File: src/rtl/jpd_pkg.sv
package jpd_pkg;

    typedef enum logic [1:0] {
        OP_ADD,
        OP_SUB,
        OP_MUL
    } op_e;

    // Slots 0..3 are loaded from the ports at start; the rest are written by the program.
    typedef enum logic [3:0] {
        RG_X  = 4'd0,
        RG_Y  = 4'd1,
        RG_Z  = 4'd2,
        RG_H  = 4'd3,
        RG_T1 = 4'd4,
        RG_T2 = 4'd5,
        RG_T3 = 4'd6,
        RG_T4 = 4'd7,
        RG_T5 = 4'd8,
        RG_OX = 4'd9,
        RG_OY = 4'd10,
        RG_OZ = 4'd11
    } reg_e;

    localparam int NREG  = 12;
    localparam int NIN   = 4;
    localparam int NSTEP = 18;
    localparam int PC_W  = $clog2(NSTEP);

    typedef struct packed {
        op_e  op;
        reg_e dst;
        reg_e sa;
        reg_e sb;
    } uop_t;

    typedef enum logic [1:0] {
        ST_IDLE,
        ST_EXEC,
        ST_MUL
    } state_e;

    typedef struct packed {
        state_e          st;
        logic [PC_W-1:0] pc;
        logic            done;
    } ctl_t;

    function automatic uop_t mk(input op_e op, input reg_e d, input reg_e a, input reg_e b);
        uop_t u;
        u.op  = op;
        u.dst = d;
        u.sa  = a;
        u.sb  = b;
        return u;
    endfunction

    // Fixed doubling program; the order matters, since later steps reuse temporaries.
    function automatic uop_t fetch(input logic [PC_W-1:0] pc);
        uop_t u;
        case (pc)
            5'd0:    u = mk(OP_MUL, RG_T1, RG_Z,  RG_Z);
            5'd1:    u = mk(OP_SUB, RG_T2, RG_X,  RG_T1);
            5'd2:    u = mk(OP_ADD, RG_T3, RG_X,  RG_T1);
            5'd3:    u = mk(OP_MUL, RG_T4, RG_T3, RG_T2);
            5'd4:    u = mk(OP_ADD, RG_T1, RG_T4, RG_T4);
            5'd5:    u = mk(OP_ADD, RG_T2, RG_T1, RG_T4);
            5'd6:    u = mk(OP_ADD, RG_OY, RG_Y,  RG_Y);
            5'd7:    u = mk(OP_MUL, RG_OZ, RG_Z,  RG_OY);
            5'd8:    u = mk(OP_MUL, RG_T1, RG_OY, RG_OY);
            5'd9:    u = mk(OP_MUL, RG_T3, RG_X,  RG_T1);
            5'd10:   u = mk(OP_MUL, RG_T4, RG_T1, RG_T1);
            5'd11:   u = mk(OP_MUL, RG_T5, RG_T4, RG_H);
            5'd12:   u = mk(OP_MUL, RG_T4, RG_T2, RG_T2);
            5'd13:   u = mk(OP_ADD, RG_T1, RG_T3, RG_T3);
            5'd14:   u = mk(OP_SUB, RG_OX, RG_T4, RG_T1);
            5'd15:   u = mk(OP_SUB, RG_T1, RG_T3, RG_OX);
            5'd16:   u = mk(OP_MUL, RG_T3, RG_T1, RG_T2);
            5'd17:   u = mk(OP_SUB, RG_OY, RG_T3, RG_T5);
            default: u = mk(OP_ADD, RG_T1, RG_T1, RG_T1);
        endcase
        return u;
    endfunction

endpackage

File: src/rtl/jpd_addsub.sv
module jpd_addsub #(
    parameter int unsigned        WIDTH   = 16,
    parameter logic [WIDTH-1:0]   MODULUS = 16'd65521
) (
    input  logic [WIDTH-1:0] a_i,
    input  logic [WIDTH-1:0] b_i,
    input  logic             sub_i,
    output logic [WIDTH-1:0] r_o
);

    localparam logic [WIDTH:0] MODW = {1'b0, MODULUS};

    logic [WIDTH:0] sum_w, sum_red_w, dif_w, dif_fix_w;

    always_comb begin
        sum_w     = {1'b0, a_i} + {1'b0, b_i};
        sum_red_w = sum_w - MODW;
        dif_w     = {1'b0, a_i} - {1'b0, b_i};
        dif_fix_w = dif_w + MODW;
        if (sub_i) begin
            // borrow out of the top bit means a < b
            r_o = dif_w[WIDTH] ? dif_fix_w[WIDTH-1:0] : dif_w[WIDTH-1:0];
        end else begin
            r_o = (sum_w >= MODW) ? sum_red_w[WIDTH-1:0] : sum_w[WIDTH-1:0];
        end
    end

endmodule

File: src/rtl/jpd_mulmod.sv
module jpd_mulmod #(
    parameter int unsigned        WIDTH   = 16,
    parameter logic [WIDTH-1:0]   MODULUS = 16'd65521
) (
    input  logic             clk_i,
    input  logic             rst_ni,
    input  logic             start_i,
    input  logic [WIDTH-1:0] a_i,
    input  logic [WIDTH-1:0] b_i,
    output logic             done_o,
    output logic [WIDTH-1:0] p_o
);

    localparam int unsigned    CNT_W = $clog2(WIDTH + 1);
    localparam logic [WIDTH:0] MODW  = {1'b0, MODULUS};

    typedef struct packed {
        logic             busy;
        logic             done;
        logic [CNT_W-1:0] cnt;
        logic [WIDTH-1:0] a;
        logic [WIDTH-1:0] b;
        logic [WIDTH-1:0] acc;
    } mul_t;

    mul_t m_d, m_q;
    logic [WIDTH:0] dbl_w, add_w;

    always_comb begin
        m_d      = m_q;
        m_d.done = 1'b0;
        dbl_w    = {m_q.acc, 1'b0};
        if (dbl_w >= MODW) dbl_w = dbl_w - MODW;
        add_w = dbl_w + (m_q.b[WIDTH-1] ? {1'b0, m_q.a} : '0);
        if (add_w >= MODW) add_w = add_w - MODW;

        if (m_q.busy) begin
            m_d.acc = add_w[WIDTH-1:0];
            m_d.b   = {m_q.b[WIDTH-2:0], 1'b0};
            if (m_q.cnt == '0) begin
                m_d.busy = 1'b0;
                m_d.done = 1'b1;
            end else begin
                m_d.cnt = m_q.cnt - 1'b1;
            end
        end else if (start_i) begin
            m_d.busy = 1'b1;
            m_d.a    = a_i;
            m_d.b    = b_i;
            m_d.acc  = '0;
            m_d.cnt  = CNT_W'(WIDTH - 1);
        end
    end

    always_ff @(posedge clk_i or negedge rst_ni) begin
        if (!rst_ni) m_q <= '0;
        else         m_q <= m_d;
    end

    assign done_o = m_q.done;
    assign p_o    = m_q.acc;

    AST_MUL_START_IDLE: assert property (@(posedge clk_i) disable iff (!rst_ni)
        start_i |-> !m_q.busy);
    AST_MUL_REDUCED: assert property (@(posedge clk_i) disable iff (!rst_ni)
        (start_i && a_i < MODULUS) |=> m_q.acc < MODULUS);
    AST_MUL_RESULT_RANGE: assert property (@(posedge clk_i) disable iff (!rst_ni)
        done_o |-> p_o < MODULUS);

endmodule

File: src/rtl/jpd_regfile.sv
module jpd_regfile
    import jpd_pkg::*;
#(
    parameter int unsigned WIDTH = 16
) (
    input  logic             clk_i,
    input  logic             rst_ni,
    input  logic             ld_i,
    input  logic [WIDTH-1:0] x_i,
    input  logic [WIDTH-1:0] y_i,
    input  logic [WIDTH-1:0] z_i,
    input  logic [WIDTH-1:0] h_i,
    input  logic             we_i,
    input  reg_e             wa_i,
    input  logic [WIDTH-1:0] wd_i,
    input  reg_e             ra_i,
    input  reg_e             rb_i,
    output logic [WIDTH-1:0] rda_o,
    output logic [WIDTH-1:0] rdb_o,
    output logic [WIDTH-1:0] ox_o,
    output logic [WIDTH-1:0] oy_o,
    output logic [WIDTH-1:0] oz_o,
    output logic [WIDTH-1:0] zsrc_o
);

    logic [WIDTH-1:0]            ld_val [NIN];
    logic [NREG-1:0][WIDTH-1:0]  rf_vec;

    assign ld_val[0] = x_i;
    assign ld_val[1] = y_i;
    assign ld_val[2] = z_i;
    assign ld_val[3] = h_i;

    for (genvar g = 0; g < NREG; g++) begin : g_slot
        logic [WIDTH-1:0] q_d, q_q;

        if (g < NIN) begin : g_ld
            always_comb begin
                q_d = q_q;
                if (ld_i) q_d = ld_val[g];
                else if (we_i && wa_i == reg_e'(g)) q_d = wd_i;
            end
        end else begin : g_wr
            always_comb begin
                q_d = q_q;
                if (we_i && wa_i == reg_e'(g)) q_d = wd_i;
            end
        end

        always_ff @(posedge clk_i or negedge rst_ni) begin
            if (!rst_ni) q_q <= '0;
            else         q_q <= q_d;
        end

        assign rf_vec[g] = q_q;
    end

    assign rda_o  = rf_vec[ra_i];
    assign rdb_o  = rf_vec[rb_i];
    assign ox_o   = rf_vec[RG_OX];
    assign oy_o   = rf_vec[RG_OY];
    assign oz_o   = rf_vec[RG_OZ];
    assign zsrc_o = rf_vec[RG_Z];

endmodule

File: src/rtl/jac_point_doubler.sv
module jac_point_doubler
    import jpd_pkg::*;
#(
    parameter int unsigned        WIDTH   = 16,
    parameter logic [WIDTH-1:0]   MODULUS = 16'd65521
) (
    input  logic             clk_i,
    input  logic             rst_ni,
    input  logic             start_i,
    input  logic [WIDTH-1:0] x_i,
    input  logic [WIDTH-1:0] y_i,
    input  logic [WIDTH-1:0] z_i,
    input  logic [WIDTH-1:0] half_i,
    output logic             done_o,
    output logic [WIDTH-1:0] x_o,
    output logic [WIDTH-1:0] y_o,
    output logic [WIDTH-1:0] z_o
);

    ctl_t             ctl_d, ctl_q;
    uop_t             uop;
    logic             rf_ld, rf_we, mul_go, mul_done;
    logic [WIDTH-1:0] rf_wd, rda, rdb, alu_r, mul_r, zsrc;

    jpd_regfile #(.WIDTH(WIDTH)) u_rf (
        .clk_i  (clk_i),
        .rst_ni (rst_ni),
        .ld_i   (rf_ld),
        .x_i    (x_i),
        .y_i    (y_i),
        .z_i    (z_i),
        .h_i    (half_i),
        .we_i   (rf_we),
        .wa_i   (uop.dst),
        .wd_i   (rf_wd),
        .ra_i   (uop.sa),
        .rb_i   (uop.sb),
        .rda_o  (rda),
        .rdb_o  (rdb),
        .ox_o   (x_o),
        .oy_o   (y_o),
        .oz_o   (z_o),
        .zsrc_o (zsrc)
    );

    jpd_addsub #(.WIDTH(WIDTH), .MODULUS(MODULUS)) u_alu (
        .a_i   (rda),
        .b_i   (rdb),
        .sub_i (uop.op == OP_SUB),
        .r_o   (alu_r)
    );

    jpd_mulmod #(.WIDTH(WIDTH), .MODULUS(MODULUS)) u_mul (
        .clk_i   (clk_i),
        .rst_ni  (rst_ni),
        .start_i (mul_go),
        .a_i     (rda),
        .b_i     (rdb),
        .done_o  (mul_done),
        .p_o     (mul_r)
    );

    always_comb begin
        uop        = fetch(ctl_q.pc);
        ctl_d      = ctl_q;
        ctl_d.done = 1'b0;
        rf_ld      = 1'b0;
        rf_we      = 1'b0;
        rf_wd      = alu_r;
        mul_go     = 1'b0;

        unique case (ctl_q.st)
            ST_IDLE: begin
                if (start_i) begin
                    rf_ld    = 1'b1;
                    ctl_d.pc = '0;
                    ctl_d.st = ST_EXEC;
                end
            end
            ST_EXEC: begin
                if (uop.op == OP_MUL) begin
                    mul_go   = 1'b1;
                    ctl_d.st = ST_MUL;
                end else begin
                    rf_we = 1'b1;
                    rf_wd = alu_r;
                end
            end
            ST_MUL: begin
                if (mul_done) begin
                    rf_we = 1'b1;
                    rf_wd = mul_r;
                end
            end
            default: ctl_d.st = ST_IDLE;
        endcase

        if (rf_we) begin
            if (ctl_q.pc == PC_W'(NSTEP - 1)) begin
                ctl_d.st   = ST_IDLE;
                ctl_d.done = 1'b1;
            end else begin
                ctl_d.pc = ctl_q.pc + 1'b1;
                ctl_d.st = ST_EXEC;
            end
        end
    end

    always_ff @(posedge clk_i or negedge rst_ni) begin
        if (!rst_ni) ctl_q <= '{st: ST_IDLE, pc: '0, done: 1'b0};
        else         ctl_q <= ctl_d;
    end

    assign done_o = ctl_q.done;

    AST_INPUTS_REDUCED: assert property (@(posedge clk_i) disable iff (!rst_ni)
        (start_i && ctl_q.st == ST_IDLE) |->
            (x_i < MODULUS && y_i < MODULUS && z_i < MODULUS && half_i < MODULUS));
    AST_WRITE_REDUCED: assert property (@(posedge clk_i) disable iff (!rst_ni)
        rf_we |-> rf_wd < MODULUS);
    AST_DONE_PULSE: assert property (@(posedge clk_i) disable iff (!rst_ni)
        done_o |=> !done_o);
    AST_HOLD_IDLE: assert property (@(posedge clk_i) disable iff (!rst_ni)
        (ctl_q.st == ST_IDLE && !start_i) |=> $stable({x_o, y_o, z_o}));
    AST_ZERO_Z: assert property (@(posedge clk_i) disable iff (!rst_ni)
        (done_o && zsrc == '0) |-> z_o == '0);
    AST_NO_RESTART: assert property (@(posedge clk_i) disable iff (!rst_ni)
        (ctl_q.st != ST_IDLE) |=> ctl_q.pc >= $past(ctl_q.pc));

endmodule

File: config.mk
export PLATFORM = sky130hd
export DESIGN_NAME = jac_point_doubler
export DESIGN_NICKNAME = d
export VERILOG_FILES = /design/src/rtl/jpd_pkg.sv /design/src/rtl/jpd_addsub.sv /design/src/rtl/jpd_mulmod.sv /design/src/rtl/jpd_regfile.sv /design/src/rtl/jac_point_doubler.sv
export SDC_FILE = /design/constraint.sdc
export NUM_CORES = 1
export LEC_CHECK = 0
export BUFFER_PORTS_ARGS = -buffer_cell sky130_fd_sc_hd__buf_2
export CAP_MARGIN = 30
export CORE_AREA = 4 4 228 163
export CTS_CLUSTER_DIAMETER = 100
export DETAILED_ROUTE_END_ITERATION = 7
export DIE_AREA = 0 0 232 167
export PLACE_DENSITY = 0.75
export SYNTH_ARGS = -nofsm -noshare
export SYNTH_HDL_FRONTEND = slang
export SYNTH_HIERARCHICAL = 1
export SYNTH_SLANG_ARGS = --single-unit
export TNS_END_PERCENT = 50
File: constraint.sdc
create_clock -name clk_i -period 7.2 [get_ports clk_i]
set_clock_uncertainty 0.15 [all_clocks]
set_input_delay 0.36 -clock clk_i [delete_from_list [all_inputs] [get_ports clk_i]]
set_output_delay 0.36 -clock clk_i [all_outputs]
set_load 0.01 [all_outputs]
Yosys cells after proc, flatten, opt, wreduce, memory -nomap -nowiden
Memories as Yosys holds them, arrays and structs flattened.
Index checks and enable logic that the tools add are counted.
{"block": "totals", "wordCells": 123, "mem_bits_rw": 0, "mem_bits_ro": 448, "ff_bits": 255, "inputBits": 67, "latchBits": 0, "mem_count": 1}
{"memory": "(name not given)", "words": 32, "word_bits": 14, "rd": 1, "rd_ports_with_merged_regs": 0, "write_ports": 0, "line": "jpd_pkg.sv:61", "source": "case (pc)"}
{"block": "classes", "n_eq_ne": 20, "n_bitwise": 1, "n_div": 0, "n_mux": 43, "n_addsub": 9, "shift": 0, "order_cmp": 5, "n_reduce_logical": 23, "mul": 0}
{"operator": "16-bit two-way mux", "n": 17}
{"operator": "16-bit binary-select mux with 4-bit select", "n": 2}
{"operator": "53-bit two-way mux", "n": 1}
{"operator": "17-bit by 16-bit greater-or-equal comparator with 1-bit output (second input constant)", "n": 3}
{"operator": "32-bit two-way mux", "n": 1}
{"operator": "16-bit subtractor (second input constant)", "n": 2}
{"operator": "5-bit two-way mux", "n": 4}
{"operator": "16-bit by 16-bit adder with 17-bit output", "n": 1}
{"operator": "17-bit by 16-bit adder with 17-bit output", "n": 1}
{"operator": "17-bit two-way mux", "n": 1}
{"operator": "16-bit by 16-bit subtractor with 17-bit output", "n": 1}
{"operator": "17-bit by 16-bit subtractor with 17-bit output (second input constant)", "n": 1}
{"operator": "16-bit adder (second input constant)", "n": 1}
{"operator": "4-bit by 3-bit == test with 1-bit output (second input constant)", "n": 4}
{"operator": "4-bit == test (second input constant)", "n": 4}
{"operator": "1-bit logical AND", "n": 12}
{"operator": "1-bit two-way mux", "n": 11}
{"operator": "4-bit by 5-bit < comparator with 1-bit output (second input constant)", "n": 2}
{"operator": "2-bit nonzero test", "n": 5}
{"operator": "4-bit by 2-bit == test with 1-bit output (second input constant)", "n": 2}
{"operator": "8-bit two-way mux", "n": 1}
{"operator": "7-bit two-way mux", "n": 1}
{"operator": "3-bit by 2-bit inequality test with 1-bit output (second input constant)", "n": 2}
{"operator": "2-bit one-hot mux with 3 select lines", "n": 1}
{"operator": "other kinds (16)", "n": 20}

Logic depth before layout (Yosys ltp)
Gate-level depths: netlist (run 1).
An unclocked memory read counts as a cell.
{"block": "depth", "word_depth": 11, "mapped_depth": 30, "depth_no_buf": 24}

Modules after synthesis
The synthesis (run 1) kept the hierarchy.
{"mod": "jpd_regfile", "cells_each": 967, "seq_area_each_um2": 4804.6, "area_each_um2": 11101.9, "instances": 1}
{"mod": "jpd_mulmod", "cells_each": 482, "seq_area_each_um2": 1376.3, "area_each_um2": 4271.6, "instances": 1}
{"mod": "jpd_addsub", "cells_each": 398, "seq_area_each_um2": 0.0, "area_each_um2": 2787.7, "instances": 1}
{"mod": "jac_point_doubler", "cells_each": 139, "seq_area_each_um2": 200.2, "area_each_um2": 1176.1, "instances": 1}

Worst setup path before layout (run 1)
No wires, ideal clock.
{"block": "synth_timing", "path_kind": "reg-to-reg", "startpoint": "register ctl_q[1] in the netlist's numbering", "endpoint": "register u_rf.g_slot[5].q_q[15]", "synth_period_minus_slack_ps": 6599, "stages_incl_launch_ff": 24, "t_arrival_ps": 6325, "t_required_ps": 6925, "slack_ps": 601, "path_cell_list": "dfrtp_1 > inv_1 > ha_1 > o22a_1 > o22ai_1 > buf_2 > nand2b_1 > clkbuf_1 > clkbuf_1 > o22ai_1 > o31ai_1 > ha_1 > nor2b_1 > o31ai_1 > a211oi_2 > or3_1 > a21o_1 > or4_1 > nor4b_2 > xnor3_1 > mux2_2 > mux2_2 > clkbuf_1 > mux2_2"}
{"element": "start: declaration", "line": "jac_point_doubler.sv:20", "source": "ctl_t ctl_d, ctl_q;"}
{"element": "start signal: assignment", "line": "jac_point_doubler.sv:110", "source": "if (!rst_ni) ctl_q <= '{st: ST_IDLE, pc: '0, done: 1'b0};"}
{"element": "start signal: assignment", "line": "jac_point_doubler.sv:111", "source": "else ctl_q <= ctl_d;"}
{"element": "end signal: assignment", "line": "jpd_regfile.sv:52", "source": "else q_q <= q_d;"}
{"element": "end: declaration", "line": "jpd_regfile.sv:35", "source": "logic [WIDTH-1:0] q_d, q_q;"}

==> key figures, run 1 <==
GRT
  – GRT Residual Overflow: 0
  – Busiest grt layer: met2
  – Vias in the first global route: ~17000
  – Met3 usage: a little under a tenth
  – Initial antenna violation count: 0
  – GR Util met1: 46.3%
  – Met2 Usage GRT: 47.2%
  – Global-route wire length before repair: around 99000 um
  – Largest net degree at the start of global routing: 175
  – Gr usage total: 32.1%

Cells and area
  – Layout area overhead: 16.7%
  – Share of cells above drive strength 1: slightly below 30%
  – Most common cell after layout, fill and taps aside: dfrtp_1
  – Most frequent cells in the layout: dfrtp_1 (253), mux2_2 (197), nor2_1 (156)
  – Fill cell count: between 2000 and 3000
  – Nets: roughly 2300
  – Diode count: 0
  – Final Instance Area: 22600 um2
  – Storage cell area: 6380 um2
  – Footprint of the multi-input gates: around 12000 um2

Setup path
  – CP delay by family, top: simple AND/OR/NAND/NOR gates
  – Worst setup EP type: flip-flop
  – Worst path buffer plus inverter count: 5
  – Worst-path fanout max: 12
  – Worst setup path category: flip-flop to flip-flop
  – CP max stage cell: or4b_4
  – Startpoint types: flip-flop
  – Worst Path Required: between 7 and 8 ns
  – Data arrival time of the worst path: 7.33 ns
  – Largest stage delay, worst path: 0.53 ns

Detailed routing
  – Vias after detailed routing: 18000
  – Drt drc: 0
  – Router iterations before antenna repair: 6
  – Final ANT Viol Nets: 0
  – Final wirelength: roughly 65000 um
  – 1st-iter DRT viols: 2592
  – WL/cell: about 25 um
  – Via/cell ratio: 6.78

Clock tree
  – Clock sinks: approximately 260
  – H-Tree Depth: 1
  – Clk_lat worst skew: 0.56 ns
  – CTS Buffer Depth: 3
  – CTS Root Buffer Type: clkbuf_16
  – CTS Buf Count: 27
  – Worst-path clk slew: 0.06 ns
  – CTS tree: yes

Floorplanning
  – Initial Util: 55.8%
  – Core Footprint: 34700 um2
  – Die width: around 230 um
  – Io pins: 116
  – Die Height: 167 um
  – Die area: 38700 um2
  – # rows: 57

Yosys
  – Post-synth top flop: dfrtp_1
  – Syn Nets: 2124
  – Cell variety after synth: 95
  – Cell area after synthesis: 19300 um2
  – #FFs+latches synth: 255
  – Largest cells by area after synthesis: dfrtp_1 (33%), mux2_2 (12%), mux4_2 (7.6%)
  – Ys async rst share: 100%
  – Post-Syn Area per Cell: 9.74 um2
  – Area leader, netlist: dfrtp_1
  – Seq/Total Area, Yosys: 33.0%
  – Post-Syn Instances: 1986
  – Post-synth top area share: 33.0%
  – Post-synth EDFFs: 0
  – Syn. warnings: 6

STA
  – Final worst slack: approximately 0.16 ns
  – Actual slew at the worst max-slew pin: 1.06 ns
  – Min Tclk post-route: between 7 and 8 ns
  – Final setup violation count: 0
  – Maximum clock rate: roughly 140 MHz
  – Hold Vio Cnt, Final: 0
  – Slew margin rel.: 29.5%
  – Final Max Slew Viols: 0
  – Final cycle utilization of the critical path: a little over nine tenths

Placement
  – Detailed placer's ending HPWL: 46000 um
  – Post-place setup slack: 0.0566 ns
  – Placed cell area: 20800 um2
  – Placer Congestion: about 0.98
  – I/O Buffers: 115

Min path
  – Hold Path Class: input port to flip-flop

Run
  – Max-cap violations: 0

Run status
  – Outcome: finished, final reports clean
-- cells by family (layout without fill, tap and decap cells) --
family / after synthesis / in the layout / synth area share (%)
and+or+nand+nor: 597 / 597 / 15.6
AOI/OAI and AO/OA: 452 / 453 / 15.6
muxes: 318 / 318 / 22.5
DFF: 255 / 255 / 33.0
buffers and inverters: 230 / 421 / 5.58
adders and majority gates: 71 / 71 / 4.71
xor gates and xnor gates: 63 / 63 / 2.92
-- registers in the layout (all words and copies together), names as in the netlist --
register	count
ctl_q	7
u_mul/p_o	16
done_o	1
u_rf/ox_o	16
u_rf/zsrc_o	16
u_rf/g_slot.q_q	128
u_rf/oz_o	16
u_rf/oy_o	16
u_mul/m_q	38
u_mul/done_o	1
-- through the flow --
stage	std cells	util [%]	setup TNS (ns)	hold WS, ns
floorplan	1986	-	0	-0.0856
global placement	2523	59.7	0	0.250
detailed placement	2527	59.9	0	0.265
CTS	2640	64.5	0	0.133
global route	2650	65.1	-0.276	0.170
finish	2650	65.1	0	0.159
-- worst reg2reg max path: stages, from the launching register on --
cell	delay, ns
dfrtp_2	0.43
inv_1	0.08
ha_1	0.35
nand2_1	0.11
nor3b_2	0.19
a221oi_2	0.05
buf_4	0.16
o21ai_4	0.23
buf_12	0.16
buf_12	0.10
mux4_2	0.48
nor2_1	0.21
o31ai_1	0.13
ha_1	0.24
fa_1	0.42
nor2b_1	0.18
o21ai_1	0.25
nand3_1	0.16
xnor2_1	0.17
or4b_4	0.53
or3_1	0.51
o41ai_4	0.39
buf_4	0.21
a311o_1	0.18
o211ai_1	0.08
mux2_2	0.40
mux2_1	0.35
-- layout make-up --
cell class,instances,share of cell area [%]
multi-input cells,1502,53.3
flip-flops and latches,255,28.3
repair buffers,317,10.7
clock buffers,38,3.35
well taps,472,2.62
inverters,56,0.937
clock inverters,10,0.710
-- synthesized netlist by cell type, types with 5 or more instances --
library cell,count
nand2b_1,21
or3_1,19
inv_1,56
a21o_1,12
and2_1,30
or4_1,11
o31ai_1,42
mux2_4,21
nand4_1,11
mux4_2,65
a211oi_1,8
mux2_2,201
mux2i_1,25
ha_1,68
o21ai_0,112
nor2b_1,16
buf_2,32
o22ai_1,35
nor4_1,9
o21a_1,6
o21bai_1,6
and3_1,17
nor3_1,35
nand2_1,110
mux2_1,6
dfrtp_1,255
buf_6,8
xnor2_1,45
o31a_1,11
a21oi_1,49
a31oi_1,77
nand3_1,108
nand3b_1,6
o211ai_1,15
buf_4,25
clkbuf_1,100
xor2_1,17
nor3b_1,6
nor2_1,157
buf_1,7
and4_1,5
o21ai_1,8
nor2_2,6
a2111oi_0,5
-- final timing paths --
path	from	endpoint	slack, ns	cells after the start
max	ctl_q[1]	u_rf/oy_o[11]	0.16	26
min	start_i	ctl_q[1]	0.16	4
max reg2reg	ctl_q[1]	u_rf/oy_o[11]	0.16	26
min reg2reg	u_mul/m_q[29]	u_mul/m_q[30]	0.34	2
max in group asynchronous	rst_ni	u_rf/g_slot[6].q_q[0]	5.20	3
min in group asynchronous	rst_ni	u_mul/m_q[43]	0.25	2
-- routing by layer --
layer	share of wire [%]	vias to the layer above
met1	41	8758
met3	13	234
met2	43	1241
li1	-	7724
met5	0	-
met4	3.5	0
-- timing repair --
action,in CTS,in global routing
hold buffers,65,0
setup buffers,0,8
setup endpoints to repair,0,192
resized for setup,0,24
endpoints found under the hold margin,145,0
Power of run 1 is left out: the tool's default activity adds up to more than one toggle a clock period on the data nets, which glitch-free logic cannot reach.
==> run 2: changes to the inputs <==
Settings changed: ABC_AREA set to 1, CORE_AREA 4 4 228 163 to 4 4 234 167, DIE_AREA 0 0 232 167 to 0 0 238 171, PLACE_DENSITY 0.75 to 0.74.
==> run 2 against run 1 <==
Against the previous run:
- the run now ends with design-rule violations left
- setup slack better by 0.26 ns
- synthesized cell count is 62% higher
- non-clock buffer count fell by 118
- die area grew 5.0%
- critical path depth up 9
- sequential cell count unchanged
- count of clock-buffer cells in the layout rose by 2
- sequential share of layout area fell by 0.055 points
- global-route usage grew 6.1 points
- fmax rose by 3.9%
- highest routed layer is now met5
==> key figures, run 2 <==
Run status
  – Outcome: finished, violations left (was finished, final reports clean)
  – Failing checks: design-rule violations

Setup path
  – R2R depth: 35 (was 26)
  – R2r startpoint: ctl_q[1] (unchanged)
  – Startpoint types: flip-flop (unchanged)
  – Worst-path fanout max: 17 (was 12)
  – CP max stage cell: ha_1 (was or4b_4)
  – Cell mode on critical path: nand2_1
  – Largest stage delay, worst path: 0.51 ns (was 0.53 ns)
  – CP delay by family, top: simple AND/OR/NAND/NOR gates (unchanged)
  – Worst setup EP type: flip-flop (unchanged)
  – FF-to-FF End: u_rf/zsrc_o[14] (was u_rf/oy_o[11])
  – Worst Path Required: 7.49 ns (about the same)
  – Worst path buffer plus inverter count: 7 (was 5)
  – Data arrival time of the worst path: 7.07 ns (was 7.33 ns)
  – Worst setup path category: flip-flop to flip-flop (unchanged)
  – Reg-to-reg slack, setup: 0.42 ns (was 0.16 ns)

Floorplanning
  – Core Footprint: 36800 um2 (was 34700 um2)
  – # rows: 59 (was 57)
  – Die width: 238 um (was 232 um)
  – Initial Util: 55.4% (was 55.8%)
  – Io pins: 116 (unchanged)
  – Die Height: 171 um (was 167 um)
  – Die area: 40700 um2 (was 38700 um2)

Yosys
  – Largest cells by area after synthesis: dfrtp_1 (31%), nand2_1 (20%), nand3_1 (9.1%) (was dfrtp_1 (33%), mux2_2 (12%), mux4_2 (7.6%))
  – Post-Syn Area per Cell: 6.33 um2 (was 9.74 um2)
  – #FFs+latches synth: 255 (unchanged)
  – Most numerous cell in the Yosys netlist: nand2_1 (was dfrtp_1)
  – Synth top cells by count: nand2_1 (1089), inv_1 (385), nand3_1 (372) (was dfrtp_1 (255), mux2_2 (201), nor2_1 (157))
  – Seq/Total Area, Yosys: 31.3% (was 33.0%)
  – Post-synth EDFFs: 0 (unchanged)
  – Area leader, netlist: dfrtp_1 (unchanged)
  – Post-Syn Instances: 3221 (was 1986)
  – Cell variety after synth: 48 (was 95)
  – Syn Nets: 3359 (was 2124)
  – Syn. warnings: 6 (unchanged)
  – Post-synth top area share: 31.3% (was 33.0%)
  – Post-synth top flop: dfrtp_1 (unchanged)
  – Cell area after synthesis: 20400 um2 (was 19300 um2)
  – Ys async rst share: 100% (unchanged)

Clock tree
  – CTS Buffer Depth: 3 (unchanged)
  – H-Tree Depth: 1 (unchanged)
  – Clock sinks: 255 (unchanged)
  – CTS tree: yes (unchanged)
  – Worst-path clk slew: 0.06 ns (about the same)
  – Clk_lat worst skew: 0.57 ns (was 0.56 ns)
  – CTS Root Buffer Type: clkbuf_16 (unchanged)
  – CTS Buf Count: 28 (was 27)

STA
  – Setup_tns: 0 ns (unchanged)
  – Min Tclk post-route: 6.78 ns (was 7.04 ns)
  – Actual slew at the worst max-slew pin: 1.11 ns (was 1.06 ns)
  – Final Max Slew Viols: 0 (unchanged)
  – Slew margin rel.: 26.3% (was 29.5%)
  – RSZ-0062 raised after global routing: false
  – Final cycle utilization of the critical path: 94.2% (was 97.8%)
  – Hold Vio Cnt, Final: 0 (unchanged)
  – Maximum clock rate: 147 MHz (was 142 MHz)
  – Final worst slack: 0.419 ns (was 0.157 ns)
  – Final setup violation count: 0 (unchanged)

Power and ir drop
  – Leak pwr: 12.0 nW
  – Peak supply drop: approximately 150 uV
  – Pwr/cell area: 135 nW/um2

GRT
  – Vias in the first global route: 20700 (was 17200)
  – Global-route wire length before repair: 123000 um (was 98600 um)
  – Initial antenna violation count: 4 (was 0)
  – Gr usage total: 38.2% (was 32.1%)
  – Largest net degree at the start of global routing: 130 (was 175)
  – GRT Residual Overflow: 0 (unchanged)

Cells and area
  – Nets: 3415 (was 2297)
  – Layout area overhead: 10.8% (was 16.7%)
  – Share of cells above drive strength 1: 10.4% (was 29.4%)
  – Storage cell area: 6380 um2 (about the same)
  – Diode count: 0 (unchanged)
  – Most common cell after layout, fill and taps aside: nand2_1 (was dfrtp_1)
  – Footprint of the multi-input gates: 11700 um2 (was 12000 um2)
  – Most frequent cells in the layout: nand2_1 (1089), inv_1 (382), nand3_1 (371) (was dfrtp_1 (253), mux2_2 (197), nor2_1 (156))
  – Fin cells: 3785 (was 2650)
  – Top flop regs: u_rf/g_slot.q_q (128), u_mul/m_q (38) (unchanged)
  – Core Util, Final: 61.3% (was 65.1%)
  – Max reg flops: 128 (unchanged)
  – Largest register by flop count: u_rf/g_slot.q_q (unchanged)
  – Fill cell count: 3474 (was 2683)

Min path
  – Worst hold start: half_i[10] (was start_i)
  – Hold Path Class: input port to flip-flop (unchanged)
  – Hold Path Cell Cnt: 5 (was 4)
  – Min-Delay Endpoint: u_rf/g_slot[3].q_q[10] (was ctl_q[1])

Detailed routing
  – 1st-iter DRT viols: 3516 (was 2592)
  – Vias after detailed routing: 22700 (was 18000)
  – WL/cell: 21.0 um (was 24.6 um)
  – Final ANT Viol Nets: 0 (unchanged)
  – Drt drc: 3 (was 0)
  – Router iterations before antenna repair: 8 (was 6)
  – Via/cell ratio: 5.99 (was 6.78)
  – Final wirelength: 79300 um (was 65100 um)

Placement
  – Detailed placer's ending HPWL: 58600 um (was 46000 um)
  – Dpl cells: 3703 (was 2527)
  – Placer Congestion: 1.01 (was 0.978)
  – I/O Buffers: 115 (unchanged)
  – Post-place setup slack: 0.543 ns (was 0.0566 ns)

Run
  – Max-cap violations: 0 (unchanged)
run 2: cell types whose count changed after synthesis, moves of 75 or more:
cell / previous run / this run
a31oi_1: 77 / 2
o21ai_0: 112 / 226
a21oi_1: 49 / 165
mux2_2: 201 / 16
inv_1: 56 / 385
nand2_1: 110 / 1089
nand3_1: 108 / 372
o21ai_1: 8 / 91
run 2: cell families (layout without fill, tap and decap cells):
logic type | Yosys count | after routing | synth area share, %
flops | 255 | 255 | 31.3
simple gates | 1738 | 1738 | 36.4
fa+ha+maj | 71 | 71 | 4.47
compound gates | 510 | 510 | 12.9
mux | 16 | 16 | 0.884
xor+xnor | 48 | 48 | 2.15
buf+inv | 583 | 659 | 11.9
run 2: report_power, final:
group | internal [mW] | leakage, nW | switching (mW)
Clock | 0.912 | 0.479 | 0.631
Sequential | 1.43 | 3.29 | 0
Combinational | 0.0253 | 8.18 | 0.0488
Total | 2.37 | 12.0 | 0.680
run 2: worst max path at each step:
| stage | slack [ns] | end | start | cells past startpoint |
|---|---|---|---|---|
| finish | 0.42 | u_rf/zsrc_o[14] | ctl_q[1] | 35 |
| global route | 0.007 | u_rf/zsrc_o[7] | ctl_q[3] | 30 |
| CTS | 0.50 | u_rf/zsrc_o[14] | ctl_q[1] | 35 |
| global placement | 0.52 | u_rf/zsrc_o[14] | ctl_q[1] | 35 |
| detailed placement | 0.54 | u_rf/zsrc_o[14] | ctl_q[1] | 35 |
| floorplan | 1.87 | u_rf/g_slot[1].q_q[1] | ctl_q[1] | 33 |
run 2: metrics by stage:
stage | hold slack [ns] | instance area, um2 | power (mW)
6_report | 0.0124 | 22600 | 3.05
5_1_grt | 0.0128 | 22600 | 3.12
4_1_cts | 0.00492 | 22600 | 3.05
3_5_place_dp | 0.324 | 21300 | 1.52
3_3_place_gp | 0.312 | 21300 | 1.52
2_1_floorplan | -0.0856 | 20400 | 1.46
run 2: area by class of cell:
type	count	area share, %
multi-input combinational	2383	51.6
sequential	255	28.2
inverter	410	6.82
timing repair buffer	199	6.38
clock buffer	40	3.70
tap	488	2.70
clock inverter	10	0.581
run 2: tightest hold or removal path, stage by stage:
cell and delay, ns:
buf_2 0.09, nand2_1 0.06, o21ai_0 0.07, nand2_1 0.05
o21ai_0 0.07
run 2: timing repair:
item,CTS,global route
hold endpoints to repair,158,0
setup buffers,0,0
hold buffers,31,0
endpoints found under the setup margin,0,1
gates resized for setup,0,1
run 2: routing by layer:
layer	vias up	track usage, %	wire, um
li1	10300	-	-
met1	10600	59.4	34900
met2	1517	54.1	31900
met3	167	8.81	10600
met4	6	8.07	1780
met5	-	0	37
Note: power is estimated with default switching activity, not from simulation.
